===== src/rtl/dpag_pkg.sv =====
package dpag_pkg;

  typedef enum logic {
    XW_BYTE = 1'b0,
    XW_WORD = 1'b1
  } xfer_width_e;

endpackage


===== src/rtl/dpag_page_reg.sv =====
module dpag_page_reg
  import dpag_pkg::*;
#(
  parameter int PAGE_W = 8
) (
  input  logic              clk,
  input  logic              rst,
  input  logic              load_i,
  input  logic [PAGE_W-1:0] page_i,
  input  logic              word_mode_i,
  output logic [PAGE_W-1:0] page_o,
  output xfer_width_e       width_o
);

  // page and width change only on load; stepping never reaches here
  always_ff @(posedge clk) begin
    if (rst) begin
      page_o  <= '0;
      width_o <= XW_BYTE;
    end else if (load_i) begin
      page_o  <= page_i;
      width_o <= word_mode_i ? XW_WORD : XW_BYTE;
    end
  end

endmodule


===== src/rtl/dpag_offset_ctr.sv =====
module dpag_offset_ctr #(
  parameter int OFS_W = 16
) (
  input  logic             clk,
  input  logic             rst,
  input  logic             load_i,
  input  logic [OFS_W-1:0] offset_i,
  input  logic             step_i,
  output logic [OFS_W-1:0] count_o
);

  localparam logic [OFS_W-1:0] ONE = OFS_W'(1);

  // load wins over step; the add is modulo 2**OFS_W, so it wraps in-window
  always_ff @(posedge clk) begin
    if (rst) begin
      count_o <= '0;
    end else if (load_i) begin
      count_o <= offset_i;
    end else if (step_i) begin
      count_o <= count_o + ONE;
    end
  end

endmodule


===== src/rtl/dpag_addr_form.sv =====
module dpag_addr_form
  import dpag_pkg::*;
#(
  parameter int PAGE_W = 8,
  parameter int OFS_W  = 16
) (
  input  logic                    clk,
  input  logic                    rst,
  input  logic [PAGE_W-1:0]       page_i,
  input  logic [OFS_W-1:0]        count_i,
  input  xfer_width_e             width_i,
  output logic [PAGE_W+OFS_W-1:0] addr_o,
  output logic                    word_size_o
);

  localparam int ADDR_W = PAGE_W + OFS_W;

  logic [ADDR_W-1:0] byte_addr;
  logic [ADDR_W-1:0] word_addr;
  logic [ADDR_W-1:0] addr_d;

  assign byte_addr = {page_i, count_i};

  generate
    if (PAGE_W >= 2) begin : g_word_wide_page
      assign word_addr = {page_i[PAGE_W-2:0], count_i, 1'b0};
    end else begin : g_word_no_page
      assign word_addr = {count_i, 1'b0};
    end
  endgenerate

  assign addr_d = (width_i == XW_WORD) ? word_addr : byte_addr;

  always_ff @(posedge clk) begin
    if (rst) begin
      addr_o      <= '0;
      word_size_o <= 1'b0;
    end else begin
      addr_o      <= addr_d;
      word_size_o <= (width_i == XW_WORD);
    end
  end

endmodule


===== src/rtl/dma_page_addr_gen.sv =====
module dma_page_addr_gen
  import dpag_pkg::*;
#(
  parameter int PAGE_W = 8,
  parameter int OFS_W  = 16,
  localparam int ADDR_W = PAGE_W + OFS_W
) (
  input  logic              clk,
  input  logic              rst,
  input  logic              load_i,
  input  logic [PAGE_W-1:0] page_i,
  input  logic [OFS_W-1:0]  offset_i,
  input  logic              word_mode_i,
  input  logic              step_i,
  output logic [ADDR_W-1:0] addr_o,
  output logic              word_size_o
);

  logic [PAGE_W-1:0] page_q;
  logic [OFS_W-1:0]  count_q;
  xfer_width_e       width_q;

  dpag_page_reg #(.PAGE_W(PAGE_W)) u_page (
    .clk         (clk),
    .rst         (rst),
    .load_i      (load_i),
    .page_i      (page_i),
    .word_mode_i (word_mode_i),
    .page_o      (page_q),
    .width_o     (width_q)
  );

  dpag_offset_ctr #(.OFS_W(OFS_W)) u_ctr (
    .clk      (clk),
    .rst      (rst),
    .load_i   (load_i),
    .offset_i (offset_i),
    .step_i   (step_i),
    .count_o  (count_q)
  );

  dpag_addr_form #(.PAGE_W(PAGE_W), .OFS_W(OFS_W)) u_form (
    .clk         (clk),
    .rst         (rst),
    .page_i      (page_q),
    .count_i     (count_q),
    .width_i     (width_q),
    .addr_o      (addr_o),
    .word_size_o (word_size_o)
  );

endmodule


===== config.mk =====
export PLATFORM = sky130hd
export DESIGN_NAME = dma_page_addr_gen
export DESIGN_NICKNAME = d
export VERILOG_FILES = /design/src/rtl/dpag_pkg.sv /design/src/rtl/dpag_page_reg.sv /design/src/rtl/dpag_offset_ctr.sv /design/src/rtl/dpag_addr_form.sv /design/src/rtl/dma_page_addr_gen.sv
export SDC_FILE = /design/constraint.sdc
export NUM_CORES = 1
export LEC_CHECK = 0
export ABC_AREA = 1
export BUFFER_PORTS_ARGS = -buffer_cell sky130_fd_sc_hd__clkbuf_2
export CAP_MARGIN = 5
export CORE_MARGIN = 5
export CORE_UTILIZATION = 55
export CTS_CLUSTER_DIAMETER = 100
export CTS_CLUSTER_SIZE = 12
export DETAILED_ROUTE_END_ITERATION = 10
export PLACE_DENSITY_LB_ADDON = 0.15
export RECOVER_POWER = 50
export SETUP_SLACK_MARGIN = 0.5
export SKIP_CTS_REPAIR_TIMING = 1
export SLEW_MARGIN = 30
export SYNTH_ARGS = -nofsm -noshare
export SYNTH_HDL_FRONTEND = slang
export SYNTH_SLANG_ARGS = --single-unit

===== constraint.sdc =====
create_clock -name clk -period 3.2 [get_ports clk]
set_input_delay 0.48 -clock clk [delete_from_list [all_inputs] [get_ports clk]]
set_output_delay 0.48 -clock clk [all_outputs]
set_load 0.01 [all_outputs]

==> out/summary.txt <==
Status -> finished clean
Crit share post-route -> 0.625
Drt drc -> 0
Uppermost layer routed -> met4
Crit path capture type -> flop
Largest net degree at the start of global routing -> 24
Placed cell areas -> 2290 um2
Total power -> 1.17 mW
Post-Syn Area -> 2030 um2
Most frequent cells in the layout -> dfxtp_1 (50), inv_1 (37), nand2_1 (35)
Hold crit path type -> input pin to flop
Syn Inst Count -> 261
Final hold viol count -> 0
Post-Syn Nets -> 291
Worst slew pin tran -> 0.887 ns
Grt ovf -> 0
Number of buffers inserted during clock tree synthesis -> 5
Final instance area -> 2350 um2
Share of layout cells above drive strength 1 -> 0.132
Initial core utilization -> 0.563
Post-DRT Antenna Nets -> 0
DRT Pass-1 Iters -> 4
Nets@finish -> 339
Root Buffer -> clkbuf_8
Final worst path period need -> 2.00 ns
Die area -> 5010 um2
Core area -> 3610 um2
Slew headroom -> 0.406
Power per cell area -> 497 nW/um2
Initial DRC count -> 116
Crit path required time -> 3.36 ns
Clock skew -> 0.00692 ns
Most common cell after layout, fill and taps aside -> dfxtp_1
Peak Freq -> 500 MHz
Critical Path AT -> 2.16 ns
P_leak -> 0.974 nW
Clock-pin slew on the worst setup and hold paths -> 0.09 ns
Vias in the first global route -> 1816
Critical path launch point type -> input pin
Slew Limit Fails -> 0
TritonCTS Sinks -> 50
Met1 Wirelength -> 2100 um
Diode count -> 0
Seq/Total Area, Yosys -> 0.493
Met2 routed WL -> 2220 um
Critical Path Fanout Max -> 23
Port bufs -> 53
CP Class -> input pin to flop
H-tree depth -> 2
Longest Clk Path Bufs -> 2
P&R area growth vs syn -> 15.6%
Ys Warns -> 0
Post-Route Setup TNS -> 0 ns
Post-Syn Area per Cell -> 7.78 um2
Initial antenna violation count -> 0
Number of vias per cell -> 5.35
RePlAce Congestion -> 0.850
Final setup vio count -> 0
Distinct cells, synth -> 23
Total Routing Usage GR -> 0.196
Clk_lat worst skew -> 0.30 ns
Global-route wire length before repair -> 7970 um
Vias -> 1915
Max cap viols -> 0
CTS tree -> built
Dpl hpwl -> 3370 um
Total Routed Length -> 4720 um
Rows -> 22
Die Y -> 70.8 um
I/O pin cnt -> 54
DIE WIDTH -> 70.8 um
Peak VDD IR -> 297 uV
RSZ-0062 raised after global routing -> no
Register bit total from synthesis -> 50
WL/cell -> 13.2 um
Met3 wire length -> 356 um
Fill count -> 351
[worst max-delay path, cell delays in order]
cell	delay (ns)
clkbuf_1	0.47
inv_1	0.36
nand2_1	0.67
o22ai_1	0.17
[worst paths after layout]
kind | cells past startpoint | endpoint | startpoint | slack, ns
worst min-delay path | 3 | u_page.page_o[7] | page_i[7] | 0.39
worst max register to register | 8 | u_ctr.count_o[10] | u_ctr.count_o[1] | 1.74
worst min register to register | 2 | u_page.page_o[6] | u_page.page_o[6] | 0.48
worst max-delay path | 4 | u_form.addr_o[16] | rst | 1.20
[layout make-up]
class / instances / area (um2) / share of cell area
clock buffers: 6 / 72.6 / 0.0309
clock inverters: 2 / 13.8 / 0.00586
inverters: 38 / 143 / 0.0607
multi-input cells: 161 / 826 / 0.352
flip-flops and latches: 50 / 1000 / 0.426
well taps: 48 / 60.1 / 0.0256
repair buffers: 53 / 233 / 0.0991
[through the flow]
step,utilization,cells,hold slack (ns),setup WS [ns]
finish,0.651,358,0.395,1.20
global placement,0.636,350,0.468,1.10
global route,0.651,358,0.389,0.975
detailed placement,0.636,350,0.470,1.09
CTS,0.660,358,0.391,1.40
floorplan,-,261,0.449,1.94
[cells in the mapped netlist]
library cell,number,area [um2]
a21oi_1,23,115
a22oi_1,11,82.6
a31oi_1,1,6.26
buf_2,4,20.0
buf_4,1,7.51
buf_6,1,11.3
clkbuf_1,6,22.5
dfxtp_1,50,1000
ha_1,1,12.5
inv_1,37,139
inv_2,1,3.75
nand2_1,35,131
nand2_2,3,18.8
nand3_1,20,100
nand4_1,2,12.5
nor2_1,16,60.1
nor2_2,2,12.5
nor3_1,2,10.0
o21ai_0,17,85.1
o21ai_1,3,15.0
o21ai_2,1,8.76
o22ai_1,22,138
xor2_1,2,17.5
[report_power, final]
part / total [mW] / switching (mW) / internal, mW
sequential: 0.680 / 0.0220 / 0.658
clock: 0.355 / 0.201 / 0.154
combinational: 0.132 / 0.0833 / 0.0492
[routing by layer]
| metal | GRT usage | vias up |
|---|---|---|
| li1 | - | 981 |
| met2 | 0.321 | 67 |
| met5 | 0 | - |
| met4 | 0.0585 | 0 |
| met1 | 0.252 | 862 |
| met3 | 0.0554 | 5 |
[logic make-up (layout without fill, tap and decap cells)]
group	Yosys count	in the layout	share of synthesized area
buffers and inverters	50	99	0.100
DFF	50	50	0.493
adders and majority gates	1	1	0.00616
and+or+nand+nor	80	80	0.170
AOI/OAI and AO/OA	78	78	0.222
xor gates and xnor gates	2	2	0.00863
[sequential cells by signal, indices dropped and copies added (netlist names)]
| name | cells |
|---|---|
| u_form.word_size_o | 1 |
| u_form.addr_o | 24 |
| u_page.width_o | 1 |
| u_page.page_o | 8 |
| u_ctr.count_o | 16 |
(Power assumes the default switching activity.)
